$ cat config.mk
export PLATFORM = sky130hd
export DESIGN_NAME = fac_inserter
export DESIGN_NICKNAME = d
export VERILOG_FILES = /design/src/rtl/fac_pkg.sv /design/src/rtl/fac_mf_counter.sv /design/src/rtl/fac_prev_tracker.sv /design/src/rtl/fac_match.sv /design/src/rtl/fac_inserter.sv
export SDC_FILE = /design/constraint.sdc
export NUM_CORES = 1
export LEC_CHECK = 0
export BUFFER_PORTS_ARGS = -buffer_cell sky130_fd_sc_hd__buf_2
export CORE_UTILIZATION = 50
export CTS_CLUSTER_DIAMETER = 120
export DETAILED_ROUTE_END_ITERATION = 10
export GPL_TIMING_DRIVEN = 0
export PLACE_DENSITY = 0.78
export RECOVER_POWER = 100
export SLEW_MARGIN = 30
export SYNTH_ARGS = -nofsm -noshare
export SYNTH_HDL_FRONTEND = slang
export SYNTH_SLANG_ARGS = --single-unit
$ cat constraint.sdc
create_clock -name clk_i -period 5.4 [get_ports clk_i]
set_clock_uncertainty 0.15 [all_clocks]
set_input_delay 0.54 -clock clk_i [delete_from_list [all_inputs] [get_ports clk_i]]
set_output_delay 0.54 -clock clk_i [all_outputs]
set_load 0.02 [all_outputs]
$ cat src/rtl/fac_pkg.sv
`timescale 1ns/1ps
package fac_pkg;
  localparam int OCT_W = 8;
  localparam logic [OCT_W-1:0] CHAR_MF_END = 8'h7C;  // replaces last octet of multiframe
  localparam logic [OCT_W-1:0] CHAR_FR_END = 8'hFC;  // replaces last octet of other frames

  typedef struct packed {
    logic             valid;
    logic [OCT_W-1:0] data;
    logic             ctrl;
    logic             eof;
    logic             eomf;
  } fac_out_t;
endpackage

$ cat src/rtl/fac_mf_counter.sv
`timescale 1ns/1ps
module fac_mf_counter #(
  parameter int K_MAX = 32,
  localparam int KW   = $clog2(K_MAX + 1),
  localparam int CNTW = (K_MAX > 1) ? $clog2(K_MAX) : 1
) (
  input  logic          clk_i,
  input  logic          rst_ni,
  input  logic [KW-1:0] cfg_k_i,
  input  logic          adv_i,
  output logic          last_o
);
  logic [KW-1:0]   k_eff;
  logic [CNTW-1:0] cnt_q;

  always_comb begin
    if (cfg_k_i == '0)                k_eff = KW'(1);
    else if (cfg_k_i > KW'(K_MAX))    k_eff = KW'(K_MAX);
    else                              k_eff = cfg_k_i;
  end

  // >= tolerates a K lowered while the count is already past it
  assign last_o = (KW'(cnt_q) + KW'(1)) >= k_eff;

  always_ff @(posedge clk_i or negedge rst_ni) begin
    if (!rst_ni)     cnt_q <= '0;
    else if (adv_i)  cnt_q <= last_o ? '0 : cnt_q + CNTW'(1);
  end
endmodule

$ cat src/rtl/fac_prev_tracker.sv
`timescale 1ns/1ps
module fac_prev_tracker
  import fac_pkg::*;
(
  input  logic             clk_i,
  input  logic             rst_ni,
  input  logic             upd_i,
  input  logic [OCT_W-1:0] data_i,
  output logic [OCT_W-1:0] prev_o,
  output logic             prev_vld_o
);
  always_ff @(posedge clk_i or negedge rst_ni) begin
    if (!rst_ni) begin
      prev_o     <= '0;
      prev_vld_o <= 1'b0;
    end else if (upd_i) begin
      prev_o     <= data_i;  // original octet, never the substitute
      prev_vld_o <= 1'b1;
    end
  end
endmodule

$ cat src/rtl/fac_match.sv
`timescale 1ns/1ps
module fac_match
  import fac_pkg::*;
(
  input  logic             eof_i,
  input  logic             scr_en_i,
  input  logic             last_mf_i,
  input  logic [OCT_W-1:0] data_i,
  input  logic [OCT_W-1:0] prev_i,
  input  logic             prev_vld_i,
  output logic             hit_o,
  output logic [OCT_W-1:0] char_o
);
  logic scr_hit, raw_hit;

  assign char_o  = last_mf_i ? CHAR_MF_END : CHAR_FR_END;
  assign scr_hit = prev_vld_i && (data_i == prev_i);
  assign raw_hit = (data_i == char_o);
  assign hit_o   = eof_i && (scr_en_i ? scr_hit : raw_hit);
endmodule

$ cat src/rtl/fac_inserter.sv
`timescale 1ns/1ps
module fac_inserter
  import fac_pkg::*;
#(
  parameter int K_MAX = 32,
  localparam int KW   = $clog2(K_MAX + 1)
) (
  input  logic             clk_i,
  input  logic             rst_ni,
  input  logic [KW-1:0]    cfg_k_i,
  input  logic             scr_en_i,
  input  logic             valid_i,
  input  logic [OCT_W-1:0] data_i,
  input  logic             eof_i,
  output logic             valid_o,
  output logic [OCT_W-1:0] data_o,
  output logic             ctrl_o,
  output logic             eof_o,
  output logic             eomf_o
);
  logic             frame_end;
  logic             last_mf;
  logic [OCT_W-1:0] prev_oct;
  logic             prev_vld;
  logic             hit;
  logic [OCT_W-1:0] char_val;
  fac_out_t         out_d, out_q;

  assign frame_end = valid_i && eof_i;

  fac_mf_counter #(.K_MAX(K_MAX)) u_mf_cnt (
    .clk_i   (clk_i),
    .rst_ni  (rst_ni),
    .cfg_k_i (cfg_k_i),
    .adv_i   (frame_end),
    .last_o  (last_mf)
  );

  fac_prev_tracker u_prev (
    .clk_i      (clk_i),
    .rst_ni     (rst_ni),
    .upd_i      (frame_end),
    .data_i     (data_i),
    .prev_o     (prev_oct),
    .prev_vld_o (prev_vld)
  );

  fac_match u_match (
    .eof_i      (frame_end),
    .scr_en_i   (scr_en_i),
    .last_mf_i  (last_mf),
    .data_i     (data_i),
    .prev_i     (prev_oct),
    .prev_vld_i (prev_vld),
    .hit_o      (hit),
    .char_o     (char_val)
  );

  always_comb begin
    out_d = '0;
    if (valid_i) begin
      out_d.valid = 1'b1;
      out_d.data  = hit ? char_val : data_i;
      out_d.ctrl  = hit;
      out_d.eof   = eof_i;
      out_d.eomf  = eof_i && last_mf;
    end
  end

  always_ff @(posedge clk_i or negedge rst_ni) begin
    if (!rst_ni) out_q <= '0;
    else         out_q <= out_d;
  end

  assign valid_o = out_q.valid;
  assign data_o  = out_q.data;
  assign ctrl_o  = out_q.ctrl;
  assign eof_o   = out_q.eof;
  assign eomf_o  = out_q.eomf;
endmodule

Word level (Yosys, flattened, before mapping)
Index checks and enable logic that the tools add are counted.
{"block": "totals", "ff_bits": 26, "in_bits": 19, "out_inout_bits": 12, "elab_cells": 26}
{"block": "classes", "addsub": 2, "order_cmp": 2, "n_eq_ne": 2, "mux": 7, "reduce_logical": 5}
{"cell": "$eq 8x8->1", "count": 2}
{"cell": "$mux 8", "count": 2}
{"cell": "$mux 12", "count": 1}
{"cell": "$mux 6", "count": 2}
{"cell": "$add 5x1->6 const B", "count": 1}
{"cell": "$ge 6x6->1", "count": 1}
{"cell": "$gt 6x6->1 const B", "count": 1}
{"cell": "$logic_not 6->1", "count": 1}
{"cell": "$add 5x1->5 const B", "count": 1}
{"cell": "$mux 5", "count": 1}
{"cell": "$logic_and 1x1->1", "count": 4}
{"cell": "$mux 1", "count": 1}

Longest topological paths before layout
Gate-level depths: netlist (run 1).
{"block": "logic_depth", "word_depth": 10, "mapped_depth": 8}

Hierarchy
From an unflattened synthesis (run 1), not the netlist that was laid out.
{"block": "unflattened", "hier_cells": 130, "hier_area_um2": 1516.5}
{"mod": "fac_mf_counter", "n_inst": 1, "cells_per_inst": 51, "area_per_inst_um2": 496.7}
{"mod": "fac_inserter", "n_inst": 1, "cells_per_inst": 33, "area_per_inst_um2": 465.4}
{"mod": "fac_prev_tracker", "n_inst": 1, "cells_per_inst": 19, "area_per_inst_um2": 362.8}
{"mod": "fac_match", "n_inst": 1, "cells_per_inst": 27, "area_per_inst_um2": 191.4}

Least setup slack after synthesis (run 1)
No wires, ideal clock.
{"block": "synth_timing", "path_type": "input to register", "startpoint": "in cfg_k_i[1]", "endpoint": "reg u_mf_cnt.cnt_q[2]", "setup_ns": 0.087, "t_arrival_ns": 1.881, "t_required_ns": 5.163, "setup_slack_ns": 3.283, "path_stages": 8, "cell_sequence": "nor4_1 nor2_1 nor2_1 ha_1 nand2b_1 a21oi_1 o21ai_1 o211ai_1"}
{"block": "synth_between", "elab_chain_cells": 5}
{"item": "start, declared", "line": "fac_inserter.sv:10", "rtl": "input logic [KW-1:0] cfg_k_i,"}
{"item": "$gt 6x6->1", "line": "fac_mf_counter.sv:18", "rtl": "else if (cfg_k_i > KW'(K_MAX)) k_eff = KW'(K_MAX);"}
{"item": "$mux 6", "line": "fac_mf_counter.sv:18"}
{"item": "$mux 6 (*)", "line": "fac_mf_counter.sv:17", "rtl": "if (cfg_k_i == '0) k_eff = KW'(1);"}
{"item": "$ge 6x6->1 (*)", "line": "fac_mf_counter.sv:23", "rtl": "assign last_o = (KW'(cnt_q) + KW'(1)) >= k_eff;"}
{"item": "$mux 5 (*)", "line": "fac_mf_counter.sv:27", "rtl": "else if (adv_i) cnt_q <= last_o ? '0 : cnt_q + CNTW'(1);"}
{"item": "end signal, assigned", "line": "fac_mf_counter.sv:27"}
{"item": "end, declared", "line": "fac_mf_counter.sv:14", "rtl": "logic [CNTW-1:0] cnt_q;"}
Mark *: on every way between the ends. The rest lies on a longest branch, timed or not.
A chain may end at the register's enable or synchronous reset.

Final worst setup path (run 1)
{"block": "layout_timing", "startpoint": "reg u_mf_cnt.cnt_q[0]", "endpoint": "reg u_mf_cnt.cnt_q[4]"}
{"block": "layout_between", "elab_chain_cells": 3}
{"item": "$add 5x1->6", "line": "fac_mf_counter.sv:23"}
{"item": "$ge 6x6->1", "line": "fac_mf_counter.sv:23"}
{"item": "$mux 5 (*)", "line": "fac_mf_counter.sv:27"}
Marked as above.

==> results.sh, run 1 <==
export IMPL_synth_async_reset_ratio_pct=100
export IMPL_pwr_share_clk_pct=19.2
export IMPL_track_usage_pct=21.3
export IMPL_vias=1075
export IMPL_maxCapViolCount=0
export IMPL_multiInputGateArea_um2=642
export IMPL_ys_flop_type="dfrtp_1"
export IMPL_p_per_area_mw_per_mm2=336
export IMPL_place_ws_ps=2940
export IMPL_fin_ws_ps=3000
export IMPL_setup_tns_ps=0
export IMPL_path_delay_family="compound AO/OA/AOI/OAI gates"
export IMPL_overflow=0
export IMPL_die_w_um=53.6
export IMPL_cpPeakStageDelay_ps=480
export IMPL_critPathSlowestCell="o21ai_0"
export IMPL_whs_ps=207
export IMPL_io_pins=31
export IMPL_seq_area_frac_synth_pct=48.9
export IMPL_gp_congestion=0.900
export IMPL_post_cts_buffers=0
export IMPL_post_route_period_util_pct=44.4
export IMPL_hold_start="valid_i"
export IMPL_fin_area_mm2=0.00152
export IMPL_clockBufferDepth=2
export IMPL_path_clk_slew_ps=140
export IMPL_cts_buffers_inserted=3
export IMPL_drt_total_wl_mm=2.67
export IMPL_cts_resized=0
export IMPL_first_iter_violations=26
export IMPL_cts_hold_buf=0
export IMPL_outcome="completed"
export IMPL_p_seq_share_pct=47.8
export IMPL_power_share_switching_pct=35.5
export IMPL_criticalPathCategory="flip-flop to flip-flop"
export IMPL_ys_ff_latch=26
export IMPL_final_cell_mix="37 x nand2_1, 26 x dfrtp_1, 18 x clkbuf_1, 16 x buf_2, 8 x xor2_1"
export IMPL_synth_edf_count=0
export IMPL_route_detailed_drc=0
export IMPL_diodes=0
export IMPL_tritoncts="built"
export IMPL_cp_start_kind="flip-flop"
export IMPL_finalHoldViolations=0
export IMPL_p_switching_uw=181
export IMPL_finalNetCount=197
export IMPL_cts_htree_levels=1
export IMPL_die_h_um=53.6
export IMPL_cts_root_buf="clkbuf_4"
export IMPL_min_delay_path_class="input port to flip-flop"
export IMPL_clk_latency_ps=320
export IMPL_drive_gt1_share_pct=12.9
export IMPL_first_global_vias=973
export IMPL_max_slew_worst_pin_slew_ps=1360
export IMPL_combPwrFrac_pct=33.0
export IMPL_p_leak_uw=0.000735
export IMPL_synth_cells=136
export IMPL_yosys_warnings=0
export IMPL_drtPass1Iterations=4
export IMPL_area_growth_syn_to_layout_pct=14.3
export IMPL_fin_crit_ps=2400
export IMPL_vdd_drop_max_mv=0.229
export IMPL_worstPathRequired_ps=5440
export IMPL_crit_chain="ha_1 -> nand3_1 -> xnor2_1 -> ha_1 -> nand4_1 -> o21ai_0 -> o21ai_0"
export IMPL_port_buffer_count=30
export IMPL_core_mm2=0.00250
export IMPL_fp_row_count=18
export IMPL_final_common_cell="nand2_1"
export IMPL_crit_path_start="u_mf_cnt.cnt_q[0]$_DFFE_PN0P_"
export IMPL_grt_first_pass_wirelength_mm=4.33
export IMPL_crit_buf_inv=0
export IMPL_cp_end_kind="flip-flop"
export IMPL_setup_viol=0
export IMPL_fmax_ghz=0.417
export IMPL_ys_types=31
export IMPL_cp_arrival_ps=2440
export IMPL_dpl_cell_area_mm2=0.00152
export IMPL_hpwl_mm=2.03
export IMPL_p_total_uw=510
export IMPL_fillers=224
export IMPL_cts_num_sinks=26
export IMPL_relSlewSlack_pct=9.23
export IMPL_worstReg2RegStart="u_mf_cnt.cnt_q[0]$_DFFE_PN0P_"
export IMPL_initial_core_util_pct=53.3
export IMPL_wl_per_cell_um=13.3
export IMPL_power_internal_uw=329
export IMPL_die_area_mm2=0.00287
export IMPL_antenna_left=0
export IMPL_regArea_um2=651
export IMPL_grt_max_degree=27
export IMPL_avgSynthCellArea_um2=9.79
export IMPL_antenna_found_initial=0
export IMPL_syn_nets=162
export IMPL_critPathMaxFanout=5
export IMPL_vias_per_cell=5.38
export IMPL_synthesis_area_mm2=0.00133
export IMPL_rsz0062_at_grt="false"
export IMPL_maxSlewViolCount=0
## power groups by stage
stage          Sequential, uW  Combinational, uW  Clock [uW]
2_1_floorplan             249                118           0
3_3_place_gp              245                165           0
3_5_place_dp              247                174           0
4_1_cts                   243                175         101
5_1_grt                   247                191         105
6_report                  244                168        98.2
## worst paths after layout
check,slack (ps),cells past startpoint,to
min in group asynchronous,350,1,u_mf_cnt.cnt_q[3]$_DFFE_PN0P_
max,3000,7,u_mf_cnt.cnt_q[4]$_DFFE_PN0P_
max reg2reg,3000,7,u_mf_cnt.cnt_q[4]$_DFFE_PN0P_
min reg2reg,340,1,u_prev.prev_vld_o$_DFFE_PN0P_
min,210,1,valid_o$_DFF_PN0_
max in group asynchronous,3960,1,valid_o$_DFF_PN0_
## cell families after synthesis
| kind of cell | Yosys count | synth area share [%] |
|---|---|---|
| adder cells (fa/ha/maj) | 7 | 6.58 |
| AO/OA/AOI/OAI | 21 | 10.4 |
| flip-flops | 26 | 48.9 |
| buffers and inverters | 6 | 2.44 |
| XOR/XNOR | 11 | 7.24 |
| multiplexers | 1 | 0.752 |
| AND/OR/NAND/NOR | 64 | 23.7 |
## synthesized netlist by cell type, types with 2 or more instances
cell type | number | share of area (%)
nand2_1 | 37 | 10
nand2b_1 | 4 | 1.9
and4_1 | 2 | 1.3
and3b_1 | 2 | 1.3
nor2_1 | 6 | 1.7
nand3_1 | 3 | 1.1
buf_2 | 2 | 0.75
ha_1 | 7 | 6.6
a21oi_1 | 3 | 1.1
o211ai_1 | 4 | 2.3
xnor2_1 | 3 | 2.0
o21ai_1 | 5 | 1.9
dfrtp_1 | 26 | 49
nand4_1 | 2 | 0.94
o21a_1 | 7 | 3.9
xor2_1 | 8 | 5.3
## sequential cells by signal, indices dropped and copies added, names as in the netlist
name,flops
valid_o,1
u_prev.prev_o,8
data_o,8
eof_o,1
u_mf_cnt.cnt_q,5
eomf_o,1
u_prev.prev_vld_o,1
ctrl_o,1
## area by class of cell
cell class,instances,share of cell area (%)
Sequential cell,26,42.8
Multi-Input combinational cell,104,42.2
Timing Repair Buffer,30,8.72
Tap cell,30,2.47
Clock buffer,4,2.38
Buffer,4,0.987
Inverter,2,0.493
## stage by stage
stage	util, %	instances
2_1_floorplan	-	136
3_3_place_gp	60.8	196
3_5_place_dp	60.8	196
4_1_cts	62.2	200
5_1_grt	60.9	200
6_report	60.9	200
## routing by layer
metal | track usage, % | part of all wire (%) | up-vias
met3 | 3.11 | 5.6 | 4
met5 | 0 | 0 | -
met2 | 34.0 | 47 | 36
met1 | 29.5 | 47 | 499
met4 | 7.02 | 0.60 | 0
li1 | - | - | 536
Power figures use the tool's default switching activity.
==> run 2, diff against run 1 <==
clock period = 2.48 ns   (was 5.4 ns; I/O delays follow)
==> run 2 against run 1 <==
  * Final cell count increased by 1.0%
  * Global-route usage increased by 0.12 points
  * Total power increased by 120%
  * Sequential cell count unchanged
  * First-iteration DRC count decreased by 15%
  * Via count increased by 2.4%
  * Hold slack got worse by 190 ps
  * Die area unchanged
  * Sequential share of layout area decreased by 0.59 points
  * Combinational power increased by 120%
  * Largest power group unchanged
  * Highest routed layer unchanged
==> results.sh, run 2 (synthesized netlist as in run 1, its figures left out) <==
export IMPL_regArea_um2=651
export IMPL_maxCapViolCount=0
export IMPL_path_common_cell="ha_1"
export IMPL_drtPass1Iterations=4
export IMPL_die_w_um=53.6
export IMPL_route_detailed_drc=0
export IMPL_initial_core_util_pct=53.3
export IMPL_overflow=0
export IMPL_max_slew_worst_pin_slew_ps=1360
export IMPL_io_pins=31
export IMPL_tritoncts="built"
export IMPL_p_leak_uw=0.000747
export IMPL_crit_buf_inv=0
export IMPL_first_iter_violations=22
export IMPL_fp_row_count=18
export IMPL_antenna_left=0
export IMPL_post_route_period_util_pct=90.9
export IMPL_crit_chain="ha_1 -> nand3_1 -> xnor2_1 -> ha_1 -> nand4_1 -> o21ai_1 -> o21ai_0"
export IMPL_clockBufferDepth=2
export IMPL_vias=1101
export IMPL_fin_crit_ps=2250
export IMPL_rsz0062_at_grt="false"
export IMPL_setup_tns_ps=0
export IMPL_first_global_vias=983
export IMPL_critPathSlowestCell="dfrtp_1"
export IMPL_cts_buffers_inserted=3
export IMPL_place_ws_ps=290
export IMPL_stdcell_count=202
export IMPL_track_usage_pct=21.4
export IMPL_cts_htree_levels=1
export IMPL_criticalPathCategory="flip-flop to flip-flop"
export IMPL_dp_cells=196
export IMPL_wl_per_cell_um=13.4
export IMPL_die_area_mm2=0.00287
export IMPL_maxSlewViolCount=0
export IMPL_grt_first_pass_wirelength_mm=4.35
export IMPL_critPathMaxFanout=5
export IMPL_cpPeakStageDelay_ps=450
export IMPL_clk_latency_ps=320
export IMPL_path_delay_family="adder cells"
export IMPL_final_cell_mix="37 x nand2_1, 26 x dfrtp_1, 17 x clkbuf_1, 17 x buf_2, 8 x xor2_1"
export IMPL_cts_num_sinks=26
export IMPL_relSlewSlack_pct=9.44
export IMPL_p_per_area_mw_per_mm2=725
export IMPL_drive_gt1_share_pct=13.4
export IMPL_vias_per_cell=5.45
export IMPL_rrSetupSlack_ps=230
export IMPL_post_cts_buffers=0
export IMPL_multiInputGateArea_um2=642
export IMPL_antenna_found_initial=0
export IMPL_core_mm2=0.00250
export IMPL_outcome="completed"
export IMPL_setup_viol=0
export IMPL_fmax_ghz=0.444
export IMPL_drt_total_wl_mm=2.71
export IMPL_area_growth_syn_to_layout_pct=15.9
export IMPL_grt_max_degree=27
export IMPL_gp_congestion=0.900
export IMPL_cts_root_buf="clkbuf_4"
export IMPL_worstPathRequired_ps=2540
export IMPL_port_buffer_count=30
export IMPL_cp_arrival_ps=2310
export IMPL_min_delay_path_class="input port to flip-flop"
export IMPL_cp_start_kind="flip-flop"
export IMPL_diodes=0
export IMPL_cts_resized=0
export IMPL_final_common_cell="nand2_1"
export IMPL_finalNetCount=199
export IMPL_utilization_pct=61.7
export IMPL_fillers=222
export IMPL_die_h_um=53.6
export IMPL_vdd_drop_max_mv=0.499
export IMPL_hpwl_mm=2.03
export IMPL_cp_end_kind="flip-flop"
export IMPL_finalHoldViolations=0
export IMPL_path_clk_slew_ps=140
export IMPL_fin_ws_ps=227
run 2: changes by cell type in the layout (fill, tap and decap cells not counted):
cell,change
buf_2,+1
o21ai_0,-1
dlygate4sd3_1,+2
o21ai_1,+1
clkbuf_1,-1
run 2: routing by layer:
| metal | vias up | GRT usage, % | wire, um |
|---|---|---|---|
| li1 | 537 | - | - |
| met1 | 513 | 29.5 | 1230 |
| met2 | 47 | 34.4 | 1290 |
| met3 | 4 | 3.11 | 175 |
| met4 | 0 | 7.02 | 17 |
| met5 | - | 0 | 0 |
run 2: layout make-up:
type | instances | share of cell area [%]
repair buffers | 32 | 9.89
inverters | 2 | 0.487
well taps | 30 | 2.43
multi-input cells | 104 | 41.6
plain buffers | 4 | 1.05
flip-flops and latches | 26 | 42.2
clock buffers | 4 | 2.35
run 2: where the power goes:
group / switching [uW] / total (uW) / internal (uW)
clock network: 125 / 215 / 89.8
logic: 222 / 372 / 150
registers: 50.8 / 531 / 481
run 2: what timing repair did:
| action | in CTS | in global routing |
|---|---|---|
| setup endpoints to repair | 0 | 0 |
| hold buffers | 2 | 0 |
| hold endpoints to repair | 27 | 0 |
run 2: stage by stage:
| stage | hold slack (ps) | area (um2) | total power (uW) |
|---|---|---|---|
| 6_report | 18.0 | 1540 | 1120 |
| 5_1_grt | 26.3 | 1540 | 1190 |
| 4_1_cts | 16.3 | 1580 | 1130 |
| 3_5_place_dp | 126 | 1520 | 915 |
| 3_3_place_gp | 108 | 1520 | 894 |
| 2_1_floorplan | -198 | 1330 | 801 |
run 2: tightest hold or removal path: stages:
cell     delay, ps
buf_2          130
nand2_1         60
nand2_1         40
run 2: final timing paths:
kind / to / depth (start not counted) / start
min reg2reg: u_prev.prev_vld_o$_DFFE_PN0P_ / 1 / u_prev.prev_vld_o$_DFFE_PN0P_
max in group asynchronous: valid_o$_DFF_PN0_ / 2 / rst_ni
min: u_prev.prev_o[0]$_DFFE_PN0P_ / 3 / data_i[0]
max: u_mf_cnt.cnt_q[4]$_DFFE_PN0P_ / 7 / u_mf_cnt.cnt_q[0]$_DFFE_PN0P_
max reg2reg: u_mf_cnt.cnt_q[4]$_DFFE_PN0P_ / 7 / u_mf_cnt.cnt_q[0]$_DFFE_PN0P_
min in group asynchronous: data_o[1]$_DFF_PN0_ / 2 / rst_ni
